===== config.mk =====
export PLATFORM = sky130hd
export DESIGN_NAME = uqf_ctl
export DESIGN_NICKNAME = d
export VERILOG_FILES = /design/src/rtl/uqf_pkg.sv /design/src/rtl/uqf_fifo.sv /design/src/rtl/uqf_trig.sv /design/src/rtl/uqf_flag.sv /design/src/rtl/uqf_ctl.sv
export SDC_FILE = /design/constraint.sdc
export NUM_CORES = 1
export LEC_CHECK = 0
export BUFFER_PORTS_ARGS = -buffer_cell sky130_fd_sc_hd__buf_2
export CELL_PAD_IN_SITES_DETAIL_PLACEMENT = 0
export CELL_PAD_IN_SITES_GLOBAL_PLACEMENT = 1
export CORE_ASPECT_RATIO = 0.75
export CORE_MARGIN = 5
export CORE_UTILIZATION = 30
export CTS_CLUSTER_DIAMETER = 60
export CTS_CLUSTER_SIZE = 16
export DETAILED_ROUTE_END_ITERATION = 8
export PLACE_DENSITY_LB_ADDON = 0.1
export RECOVER_POWER = 50
export SLEW_MARGIN = 40
export SYNTH_ARGS = -nofsm -noshare
export SYNTH_HDL_FRONTEND = slang
export SYNTH_SLANG_ARGS = --single-unit

===== constraint.sdc =====
create_clock -name clk -period 3.6 [get_ports clk]
set_input_delay 0.36 -clock clk [delete_from_list [all_inputs] [get_ports clk]]
set_output_delay 0.36 -clock clk [all_outputs]
set_load 0.05 [all_outputs]

===== src/rtl/uqf_pkg.sv =====
package uqf_pkg;
   // register selector values
   localparam logic [2:0] SEL_CTRL  = 3'd0;
   localparam logic [2:0] SEL_COUNT = 3'd1;
   localparam logic [2:0] SEL_STAT  = 3'd2;
   localparam logic [2:0] SEL_LINE  = 3'd3;
   localparam logic [2:0] SEL_TXD   = 3'd4;
   localparam logic [2:0] SEL_RXD   = 3'd5;

   // sticky (write-zero clearable) status bits
   localparam logic [7:0] STICKY_MASK = 8'hF3;

   // receive threshold: grows with code
   function automatic int unsigned rx_thresh(input logic [1:0] code);
      case (code)
         2'd0:    return 1;
         2'd1:    return 4;
         2'd2:    return 8;
         default: return 14;
      endcase
   endfunction

   // transmit threshold: shrinks with code
   function automatic int unsigned tx_thresh(input logic [1:0] code);
      case (code)
         2'd0:    return 8;
         2'd1:    return 4;
         2'd2:    return 2;
         default: return 1;
      endcase
   endfunction
endpackage


===== src/rtl/uqf_fifo.sv =====
module uqf_fifo #(
   parameter int DW    = 8,
   parameter int TW    = 2,
   parameter int DEPTH = 16,
   localparam int AW   = $clog2(DEPTH),
   localparam int CW   = AW + 1,
   localparam int TWX  = (TW > 0) ? TW : 1
) (
   input  logic           clk,
   input  logic           rst_n,
   input  logic           flush,
   input  logic           push,
   input  logic [DW-1:0]  din,
   input  logic [TWX-1:0] tin,
   input  logic           pop,
   output logic [DW-1:0]  dout,
   output logic [TWX-1:0] tout,
   output logic [CW-1:0]  count,
   output logic           full,
   output logic           empty
);
   if (DEPTH < 2 || (DEPTH & (DEPTH - 1)) != 0) begin : g_bad_depth
      $error("uqf_fifo: DEPTH must be a power of two >= 2");
   end

   logic [AW-1:0] wp, rp;
   logic [CW-1:0] cnt;
   logic [DW-1:0] dmem [DEPTH];
   logic          push_ok, pop_ok;

   assign full    = (cnt == CW'(DEPTH));
   assign empty   = (cnt == '0);
   assign push_ok = push & ~full & ~flush;
   assign pop_ok  = pop & ~empty & ~flush;
   assign count   = cnt;
   assign dout    = dmem[rp];

   always_ff @(posedge clk or negedge rst_n) begin
      if (!rst_n) begin
         wp  <= '0;
         rp  <= '0;
         cnt <= '0;
      end else if (flush) begin
         wp  <= '0;
         rp  <= '0;
         cnt <= '0;
      end else begin
         if (push_ok) wp <= wp + AW'(1);
         if (pop_ok)  rp <= rp + AW'(1);
         cnt <= cnt + CW'(push_ok) - CW'(pop_ok);
      end
   end

   always_ff @(posedge clk) begin
      if (push_ok) dmem[wp] <= din;
   end

   if (TW > 0) begin : g_tags
      logic [TWX-1:0] tmem [DEPTH];
      always_ff @(posedge clk) begin
         if (push_ok) tmem[wp] <= tin;
      end
      assign tout = tmem[rp];
   end else begin : g_no_tags
      logic unused_tin;
      assign unused_tin = ^tin;
      assign tout       = '0;
   end
endmodule


===== src/rtl/uqf_trig.sv =====
module uqf_trig
   import uqf_pkg::*;
#(
   parameter int CW = 5
) (
   input  logic [1:0]    rx_code,
   input  logic [1:0]    tx_code,
   input  logic [CW-1:0] rx_cnt,
   input  logic [CW-1:0] tx_cnt,
   output logic          rx_hit,
   output logic          tx_hit
);
   assign rx_hit = (rx_cnt >= CW'(rx_thresh(rx_code)));
   assign tx_hit = (tx_cnt <= CW'(tx_thresh(tx_code)));
endmodule


===== src/rtl/uqf_flag.sv =====
module uqf_flag (
   input  logic clk,
   input  logic rst_n,
   input  logic set_i,
   input  logic seen_i,
   input  logic clr_req_i,
   output logic q_o
);
   logic armed, clr;

   assign clr = clr_req_i & armed;

   always_ff @(posedge clk or negedge rst_n) begin
      if (!rst_n) begin
         q_o   <= 1'b0;
         armed <= 1'b0;
      end else begin
         q_o   <= clr ? 1'b0 : (q_o | set_i);
         armed <= clr ? 1'b0 : (armed | (seen_i & q_o));
      end
   end
endmodule


===== src/rtl/uqf_ctl.sv =====
module uqf_ctl
   import uqf_pkg::*;
#(
   parameter int DW    = 8,
   parameter int DEPTH = 16,
   localparam int CW   = $clog2(DEPTH) + 1
) (
   input  logic          clk,
   input  logic          rst_n,
   input  logic [2:0]    reg_sel,
   input  logic          reg_wr,
   input  logic          reg_rd,
   input  logic [15:0]   reg_wdata,
   output logic [15:0]   reg_rdata,
   input  logic          rx_push,
   input  logic [DW-1:0] rx_data,
   input  logic          rx_perr,
   input  logic          rx_ferr,
   input  logic          rx_brk,
   input  logic          rx_idle,
   output logic [DW-1:0] tx_data,
   output logic          tx_valid,
   input  logic          tx_pop,
   input  logic          tx_idle,
   output logic          rx_level_hit,
   output logic          tx_level_hit,
   output logic          loopback_en,
   output logic          modem_ctl_en
);
   if (DEPTH < 16 || CW > 8) begin : g_bad_depth
      $error("uqf_ctl: DEPTH must lie in 16..128");
   end
   if (DW < 1 || DW > 16) begin : g_bad_dw
      $error("uqf_ctl: DW must lie in 1..16");
   end

   logic [7:0]    ctrl_q;
   logic          rx_flush, tx_flush;
   logic [CW-1:0] rx_cnt, tx_cnt;
   logic          rx_full, rx_empty, tx_empty;
   logic [DW-1:0] rx_head;
   logic [1:0]    rx_head_tag;   // {parity, framing}
   logic          rx_pop, tx_push;
   logic          rx_push_ok, rx_pop_ok;
   logic          rx_hit, tx_hit;
   logic [CW-1:0] pe_cnt, fe_cnt;
   logic [3:0]    pe_fld, fe_fld;
   logic [7:0]    src, sticky;
   logic          stat_rd, stat_wr, line_rd, line_wr;
   logic          ovr_q;

   assign rx_flush = ctrl_q[1];
   assign tx_flush = ctrl_q[2];
   assign rx_pop   = reg_rd & (reg_sel == SEL_RXD);
   assign tx_push  = reg_wr & (reg_sel == SEL_TXD);
   assign stat_rd  = reg_rd & (reg_sel == SEL_STAT);
   assign stat_wr  = reg_wr & (reg_sel == SEL_STAT);
   assign line_rd  = reg_rd & (reg_sel == SEL_LINE);
   assign line_wr  = reg_wr & (reg_sel == SEL_LINE);

   always_ff @(posedge clk or negedge rst_n) begin
      if (!rst_n)                                   ctrl_q <= '0;
      else if (reg_wr && (reg_sel == SEL_CTRL))     ctrl_q <= reg_wdata[7:0];
   end

   uqf_fifo #(.DW(DW), .TW(2), .DEPTH(DEPTH)) rx_fifo_i (
      .clk(clk), .rst_n(rst_n), .flush(rx_flush),
      .push(rx_push), .din(rx_data), .tin({rx_perr, rx_ferr}),
      .pop(rx_pop), .dout(rx_head), .tout(rx_head_tag),
      .count(rx_cnt), .full(rx_full), .empty(rx_empty)
   );

   logic unused_tx_tag, unused_tx_full;
   uqf_fifo #(.DW(DW), .TW(0), .DEPTH(DEPTH)) tx_fifo_i (
      .clk(clk), .rst_n(rst_n), .flush(tx_flush),
      .push(tx_push), .din(reg_wdata[DW-1:0]), .tin(1'b0),
      .pop(tx_pop), .dout(tx_data), .tout(unused_tx_tag),
      .count(tx_cnt), .full(unused_tx_full), .empty(tx_empty)
   );

   uqf_trig #(.CW(CW)) trig_i (
      .rx_code(ctrl_q[7:6]), .tx_code(ctrl_q[5:4]),
      .rx_cnt(rx_cnt), .tx_cnt(tx_cnt),
      .rx_hit(rx_hit), .tx_hit(tx_hit)
   );

   // error counts over the receive FIFO contents
   assign rx_push_ok = rx_push & ~rx_full & ~rx_flush;
   assign rx_pop_ok  = rx_pop & ~rx_empty & ~rx_flush;

   always_ff @(posedge clk or negedge rst_n) begin
      if (!rst_n) begin
         pe_cnt <= '0;
         fe_cnt <= '0;
      end else if (rx_flush) begin
         pe_cnt <= '0;
         fe_cnt <= '0;
      end else begin
         pe_cnt <= pe_cnt + CW'(rx_push_ok & rx_perr) - CW'(rx_pop_ok & rx_head_tag[1]);
         fe_cnt <= fe_cnt + CW'(rx_push_ok & rx_ferr) - CW'(rx_pop_ok & rx_head_tag[0]);
      end
   end

   assign pe_fld = (pe_cnt > CW'(15)) ? 4'hF : pe_cnt[3:0];
   assign fe_fld = (fe_cnt > CW'(15)) ? 4'hF : fe_cnt[3:0];

   // per-bit source: set condition for sticky bits, live value otherwise
   assign src[7] = rx_push_ok & (rx_perr | rx_ferr);
   assign src[6] = tx_empty & tx_idle;
   assign src[5] = tx_hit;
   assign src[4] = rx_brk;
   assign src[3] = ~rx_empty & rx_head_tag[0];
   assign src[2] = ~rx_empty & rx_head_tag[1];
   assign src[1] = rx_hit;
   assign src[0] = rx_idle & ~rx_empty;

   for (genvar i = 0; i < 8; i++) begin : g_stat
      if (STICKY_MASK[i]) begin : g_sticky
         uqf_flag flag_i (
            .clk(clk), .rst_n(rst_n), .set_i(src[i]),
            .seen_i(stat_rd), .clr_req_i(stat_wr & ~reg_wdata[i]),
            .q_o(sticky[i])
         );
      end else begin : g_live
         assign sticky[i] = src[i];
      end
   end

   uqf_flag ovr_i (
      .clk(clk), .rst_n(rst_n),
      .set_i(rx_push & rx_full & ~rx_flush),
      .seen_i(line_rd), .clr_req_i(line_wr & ~reg_wdata[0]),
      .q_o(ovr_q)
   );

   always_comb begin
      reg_rdata = '0;
      case (reg_sel)
         SEL_CTRL:  reg_rdata[7:0] = ctrl_q;
         SEL_COUNT: begin
            reg_rdata[CW-1:0] = rx_cnt;
            reg_rdata[8 +: CW] = tx_cnt;
         end
         SEL_STAT:  reg_rdata = {pe_fld, fe_fld, sticky};
         SEL_LINE:  reg_rdata[0] = ovr_q;
         SEL_RXD:   reg_rdata[DW-1:0] = rx_head;
         default:   reg_rdata = '0;
      endcase
   end

   assign tx_valid     = ~tx_empty;
   assign rx_level_hit = rx_hit;
   assign tx_level_hit = tx_hit;
   assign loopback_en  = ctrl_q[0];
   assign modem_ctl_en = ctrl_q[3];
endmodule


### Word-level counts from Yosys, hierarchy flattened

Memories as Yosys holds them, arrays and structs flattened.
Index checks and enable logic that the tools add are counted.

| storage, ports and cells | value |
|---|---|
| register bits after elaboration | 58 |
| RAM bits | 288 |
| output and inout port bits | 29 |
| logic and storage cells | 175 |
| memories | 3 |

| operators by class | value |
|---|---|
| add/subtract/negate cells | 12 |
| magnitude comparators | 4 |
| eq/ne operators | 11 |
| muxes and demuxes | 39 |
| bitwise logic cells | 73 |
| reduce and logical (&&, ||, !) cells | 10 |

Memories:

| memory | words | bits a word | rd ports | clocked after memory_dff | wr ports | RTL line | text |
|---|---|---|---|---|---|---|---|
| rx_fifo_i.dmem | 16 | 8 | 1 | 0 | 1 | uqf_fifo.sv:28 | `logic [DW-1:0] dmem [DEPTH];` |
| tx_fifo_i.dmem | 16 | 8 | 1 | 0 | 1 | uqf_fifo.sv:28 |  |
| rx_fifo_i.g_tags.tmem | 16 | 2 | 1 | 0 | 1 | uqf_fifo.sv:59 | `logic [TWX-1:0] tmem [DEPTH];` |

Operators with widths:

| operator | count |
|---|---|
| $and 1x1->1 | 46 |
| $mux 4 | 10 |
| $pmux 4 s3 | 2 |
| $add 5x1->5 | 4 |
| $mux 5 | 4 |
| $sub 5x1->5 | 4 |
| $mux 1 | 18 |
| $add 4x1->4 const B | 4 |
| $pmux 4 s4 | 1 |
| $or 1x1->1 | 15 |
| $not 1->1 | 12 |
| $eq 5x5->1 const B | 2 |
| $gt 5x4->1 const B | 2 |
| $logic_not 5->1 | 2 |
| $pmux 5 s2 | 1 |
| $pmux 3 s3 | 1 |
| $reduce_bool 2->1 | 4 |
| $eq 3x2->1 const B | 2 |
| $eq 3x3->1 const B | 2 |
| $ge 5x4->1 | 1 |
| $le 5x4->1 | 1 |
| $pmux 1 s5 | 1 |
| $eq 2x1->1 const B | 2 |
| $eq 2x2->1 const B | 2 |
| other kinds (5) | 6 |

### Depth between registers and ports, before layout

| depth | value |
|---|---|
| word-level depth | 8 |
| gate-level depth with buffers | 16 |
| gate-level depth less buffers | 15 |

### Cells and area by module

From an unflattened synthesis, not the netlist that was laid out.

| second synthesis, totals | value |
|---|---|
| cell total of the unflattened synthesis | 924 |
| area, all modules | 15,112.0 um2 |

Modules (own cells, without submodules):

| module | times used | cells each | area each (um2) | sequential area each (um2) |
|---|---|---|---|---|
| uqf_fifo at rx_fifo_i | 1 | 354 | 6,976.7 | 5,129.9 |
| uqf_fifo at tx_fifo_i | 1 | 309 | 5,818.1 | 4,169.0 |
| uqf_ctl | 1 | 188 | 1,587.8 | 450.4 |
| uqf_flag | 7 | 6 | 72.6 | 50.0 |
| uqf_trig | 1 | 31 | 221.5 | 0.0 |

### Worst setup path before layout

Ideal clock, no wire load.

| timing path | value |
|---|---|
| path type | register -> register |
| start | reg tx_fifo_i.cnt[3], in the netlist tx_fifo_i.count[3] |
| end | reg tx_fifo_i.cnt[4], in the netlist tx_fifo_i.count[4] |
| setup time | 78 ps |
| data arrival time | 3,295 ps |
| data required time | 3,522 ps |
| slack | 227 ps |
| cell stages (with the launch flop) | 16 |
| buffers on the path | 1 |
| period minus slack after synthesis | 3,373 ps |
| cell sequence | dfrtp_1 inv_1 ha_1 nor4b_1 inv_1 and2_1 clkbuf_1 nor2b_1 ha_1 inv_1 ha_1 fa_1 a21oi_1 nor2_1 or3_1 a21oi_1 |

RTL lines:

| item | RTL line | text |
|---|---|---|
| start: declaration | uqf_fifo.sv:27 | `logic [CW-1:0] cnt;` |
| start signal: assignment | uqf_fifo.sv:50 | `cnt <= cnt + CW'(push_ok) - CW'(pop_ok);` |
| $logic_not 5->1 | uqf_fifo.sv:32 | `assign empty = (cnt == '0);` |
| $not 1->1 | -- |  |
| via tx_valid | uqf_ctl.sv:22 | `output logic tx_valid,` |
| $and 1x1->1 (2 in series) | uqf_fifo.sv:34 | `assign pop_ok = pop & ~empty & ~flush;` |
| $sub 5x1->5 | uqf_fifo.sv:50 |  |
| $mux 5 | uqf_fifo.sv:43 | `end else if (flush) begin` |

The timed path passes the listed nets, and every way through them passes these cells.
A chain may end at the register's enable or synchronous reset.

### Final worst setup path

| timing path | value |
|---|---|
| start | reg rx_fifo_i.cnt[2], in the netlist rx_fifo_i.count[2] |
| end | reg rx_fifo_i.cnt[4], in the netlist rx_fifo_i.count[4] |

| on the way | value |
|---|---|
| longest elaborated chain between the ends | 7 |

Ends and longest elaborated chain:

| item | RTL line | text |
|---|---|---|
| start: declaration | uqf_fifo.sv:27 |  |
| start signal: assignment | uqf_fifo.sv:50 |  |
| $eq 5x5->1 | uqf_fifo.sv:31 | `assign full = (cnt == CW'(DEPTH));` |
| $not 1->1 | uqf_fifo.sv:33 | `assign push_ok = push & ~full & ~flush;` |
| $and 1x1->1 (2 in series) | uqf_fifo.sv:33 |  |
| $add 5x1->5 | uqf_fifo.sv:50 |  |
| $sub 5x1->5 * | uqf_fifo.sv:50 |  |
| $mux 5 * | uqf_fifo.sv:43 |  |

Every way passes the cells marked *; elsewhere a longest branch is shown, timed or not.

==> results.sh <==
export IMPL_netSwitchingFraction_pct=30.42
export IMPL_track_usage_pct=14.00
export IMPL_worst_setup_path_end_kind="flop"
export IMPL_synth_edf_count=288
export IMPL_clk_pin_slew_ps=70
export IMPL_synth_async_reset_ratio_pct=16.76
export IMPL_synth_most_common_cell="sky130_fd_sc_hd__edfxtp_1"
export IMPL_setup_viol=0
export IMPL_buffer_type_at_the_clock_tree_root="sky130_fd_sc_hd__clkbuf_16"
export IMPL_finalNetCount=1065
export IMPL_post_dp_hpwl_um=26220
export IMPL_grt_antenna_before_repair=2
export IMPL_yosys_area_top_type_share_pct=57.61
export IMPL_crit_arrival_ps=3900
export IMPL_fin_setup_tns_ps=0
export IMPL_initial_core_util_pct=30.12
export IMPL_comb_power_share_pct=24.4
export IMPL_multi_input_area_um2=4574
export IMPL_ff_latch_area_um2=10100
export IMPL_area_growth_syn_to_layout_pct=15.85
export IMPL_grt_overflow_total=0
export IMPL_vdd_ir_drop_worst_uv=313.3
export IMPL_vias_per_cell=4.772
export IMPL_max_cap_violations=1
export IMPL_timing_critical_path_from="rx_fifo_i.count[2]"
export IMPL_hold_slack_ps=47.21
export IMPL_die_width_um=268.3
export IMPL_final_setup_skew_ps=13.90
export IMPL_synthFlopType="sky130_fd_sc_hd__edfxtp_1"
export IMPL_cts_sinks=346
export IMPL_relative_slew_slack_pct=-9.578
export IMPL_port_buffers=58
export IMPL_switching_power_w=0.003352
export IMPL_pre_cts_slack_ps=186.1
export IMPL_cellLeakagePower_nw=6.045
export IMPL_synth_top_cells_by_area="sky130_fd_sc_hd__edfxtp_1 58%, sky130_fd_sc_hd__dfrtp_1 9.7%, sky130_fd_sc_hd__mux4_2 7.4%, sky130_fd_sc_hd__mux4_1 5.3%, sky130_fd_sc_hd__ha_1 3.8%"
export IMPL_power_per_cell_area_nw_per_um2=633.6
export IMPL_drt_drc_violations_left=0
export IMPL_synth_sequential_area_ratio_pct=67.28
export IMPL_grt_pass1_wl_um=56800
export IMPL_internal_power_w=0.007667
export IMPL_clock_latency_ps=580
export IMPL_route_vias_total=7908
export IMPL_fp_dieArea_um2=54660
export IMPL_endpoint="rx_fifo_i.count[4]"
export IMPL_final_period_minus_worst_setup_slack_ps=3389
export IMPL_unrepaired_setup_endpoints_after_global_routing="no"
export IMPL_placed_cells=1601
export IMPL_via_count_of_the_first_global_routing_pass=8226
export IMPL_timing_final_ws_setup_ps=210.9
export IMPL_detailedRoute_firstPassIterationCount=5
export IMPL_ctsLongestPathBuffers=3
export IMPL_syn_avg_cell_area_um2=17.14
export IMPL_dieHeight_um=203.7
export IMPL_timing_fmax_mhz=295.1
export IMPL_core_area_um2=49840
export IMPL_post_drt_wl_per_cell_um=23.07
export IMPL_timing_worst_slew_pin_value_ps=1644
export IMPL_yosysUniqueCellTypes=57
export IMPL_layout_drive_gt1_share_pct=20.52
export IMPL_cell_taking_the_most_area_after_synthesis="sky130_fd_sc_hd__edfxtp_1"
export IMPL_r2r_start="rx_fifo_i.count[2]"
export IMPL_r2r_cells=13
export IMPL_drt_iter0_markers=488
export IMPL_ports_placed_on_the_boundary=67
export IMPL_cts_post_setup_buffers_inserted=0
export IMPL_critical_path_required_ps=4110
export IMPL_clock_group_share_of_total_power_pct=31.3
export IMPL_yosys_register_bits=346
export IMPL_post_route_period_util_pct=94.14
export IMPL_finish_cell_count_without_fillers=1657
export IMPL_worstSetupStartpointType="flop"
export IMPL_fill_cells=4715
export IMPL_cp_max_fo=8
export IMPL_power_sequential_fraction_pct=44.4
export IMPL_critical_path_reg2reg_endpoint="rx_fifo_i.count[4]"
export IMPL_drt_wl_total_um=38220
export IMPL_synth_area_um2=15010
export IMPL_finalHoldViolCount=0
export IMPL_worst_r2r_setup_slack_ps=210
export IMPL_failed_checks="capacitance limit, slew limit"
export IMPL_gp_congestion=0.7104
export IMPL_mappedNetlistNets=964
export IMPL_drtAntennaViolNets=0
export IMPL_cts_tree="done"
export IMPL_syn_inst=876
export IMPL_htree_levels=1
export IMPL_timing_hold_worst_class="primary input to flop"
export IMPL_yosys_warnings=0
export IMPL_floorplan_rows=71
export IMPL_cts_inserted_buffers=30
export IMPL_maximum_number_of_pins_on_one_net_before_global_route_repair=35
export IMPL_final_max_slew_viol_count=26
export IMPL_crit_path_kind="flop to flop"
export IMPL_result_of_the_run="finished with violations"
export IMPL_most_numerous_cell_types_in_the_synthesized_netlist="288 x sky130_fd_sc_hd__edfxtp_1, 65 x sky130_fd_sc_hd__nor2_1, 58 x sky130_fd_sc_hd__dfrtp_1"
==> placed cells by master, fill, tap and decap left out, types with 4 or more instances in the layout <==
| master | instances |
|---|---|
| sky130_fd_sc_hd__nand3_1 | 4 |
| sky130_fd_sc_hd__dfrtp_2 | 4 |
| sky130_fd_sc_hd__buf_4 | 44 |
| sky130_fd_sc_hd__a22o_1 | 4 |
| sky130_fd_sc_hd__mux2i_1 | 28 |
| sky130_fd_sc_hd__clkbuf_1 | 31 |
| sky130_fd_sc_hd__nand2b_1 | 7 |
| sky130_fd_sc_hd__edfxtp_1 | 288 |
| sky130_fd_sc_hd__buf_2 | 38 |
| sky130_fd_sc_hd__xor2_1 | 15 |
| sky130_fd_sc_hd__nor3_1 | 5 |
| sky130_fd_sc_hd__nor3_2 | 4 |
| sky130_fd_sc_hd__mux2_2 | 5 |
| sky130_fd_sc_hd__a21o_1 | 8 |
| sky130_fd_sc_hd__fa_1 | 4 |
| sky130_fd_sc_hd__mux4_1 | 30 |
| sky130_fd_sc_hd__xnor2_1 | 8 |
| sky130_fd_sc_hd__nor4_2 | 4 |
| sky130_fd_sc_hd__o21ai_0 | 30 |
| sky130_fd_sc_hd__mux4_2 | 49 |
| sky130_fd_sc_hd__dfrtp_1 | 54 |
| sky130_fd_sc_hd__bufinv_16 | 4 |
| sky130_fd_sc_hd__nor2b_1 | 15 |
| sky130_fd_sc_hd__and2_1 | 11 |
| sky130_fd_sc_hd__ha_1 | 46 |
| sky130_fd_sc_hd__inv_1 | 44 |
| sky130_fd_sc_hd__a21oi_1 | 27 |
| sky130_fd_sc_hd__clkbuf_16 | 31 |
| sky130_fd_sc_hd__nand2_1 | 30 |
| sky130_fd_sc_hd__nor2_1 | 65 |
| sky130_fd_sc_hd__o32a_1 | 4 |
==> how the worst min path moves through the flow <==
stage	cells past startpoint	to	slack [ps]	startpoint
3_3_place_gp	1	fe_cnt[3]	420	rst_n
6_report	3	g_stat[4].g_sticky.flag_i.q_o	50	rx_brk
4_1_cts	3	g_stat[4].g_sticky.flag_i.q_o	20	rx_brk
3_5_place_dp	1	fe_cnt[3]	430	rst_n
2_1_floorplan	0	ctrl_q[0]	60	rst_n
5_1_grt	3	g_stat[4].g_sticky.flag_i.q_o	50	rx_brk
==> sequential cells by signal, indices dropped and copies added (netlist names), 6 cells and up <==
name	count
ctrl_q	8
rx_fifo_i.dmem	128
rx_fifo_i.g_tags.tmem	32
g_stat.g_sticky.flag_i.q_o	6
tx_fifo_i.dmem	128
g_stat.g_sticky.flag_i.armed	6
==> metrics by stage <==
stage	cell area [µm²]	utilization, %	total power, W
floorplan	15010	-	0.006904
global placement	16370	32.84	0.007745
detailed placement	16370	32.84	0.007724
CTS	17420	34.95	0.01121
global route	17390	34.89	0.01163
finish	17390	34.90	0.01102
==> layer usage <==
layer / track usage, % / vias up / part of all wire [%]
met2: 20.05 / 114 / 42
met5: 0 / - / 0
li1: - / 3608 / -
met4: 2.395 / 0 / 1.7
met3: 2.135 / 38 / 3.1
met1: 22.71 / 4148 / 53
==> final cells by class <==
type	count	share of cell area, %
sequential	346	58.10
multi-input combinational	445	26.30
tap	657	4.727
clock buffer	40	4.770
timing repair buffer	110	3.914
inverter	44	0.9496
clock inverter	14	1.223
antenna	1	0.01439
==> what timing repair did <==
action                                  CTS  global route
endpoints found under the setup margin    0             1
endpoints found under the hold margin    23             0
resized for setup                         0             1
hold buffers                              1             0
==> power groups by stage <==
stage / registers [W] / logic [W] / clock network [W]
after global routing: 0.00493 / 0.00298 / 0.00371
after CTS: 0.00489 / 0.00275 / 0.00356
after global placement: 0.00498 / 0.00276 / 0
after detailed placement: 0.00498 / 0.00274 / 0
after floorplan: 0.00484 / 0.00206 / 0
final: 0.00489 / 0.00268 / 0.00345
==> worst max-delay path, stage by stage, from the launching register on <==
cell	delay (ps)
sky130_fd_sc_hd__dfrtp_1	430
sky130_fd_sc_hd__inv_1	110
sky130_fd_sc_hd__ha_1	150
sky130_fd_sc_hd__or4b_2	690
sky130_fd_sc_hd__nand4_4	200
sky130_fd_sc_hd__nor2_1	70
sky130_fd_sc_hd__ha_1	280
sky130_fd_sc_hd__inv_1	40
sky130_fd_sc_hd__ha_1	220
sky130_fd_sc_hd__fa_1	410
sky130_fd_sc_hd__a21oi_1	170
sky130_fd_sc_hd__nor2_1	60
sky130_fd_sc_hd__or3_1	340
sky130_fd_sc_hd__a21oi_1	140
==> cells by family (layout without fill, tap and decap cells) <==
logic type	count (synthesis)	in the layout	synth area share, %
AO/OA/AOI/OAI	93	93	3.917
XOR/XNOR	23	23	1.342
adder cells (fa/ha/maj)	50	50	4.367
buffers and inverters	85	208	2.609
flip-flops	346	346	67.28
multiplexers	112	112	14.84
other	0	1	0
AND/OR/NAND/NOR	167	167	5.643
(Power assumes the default switching activity.)
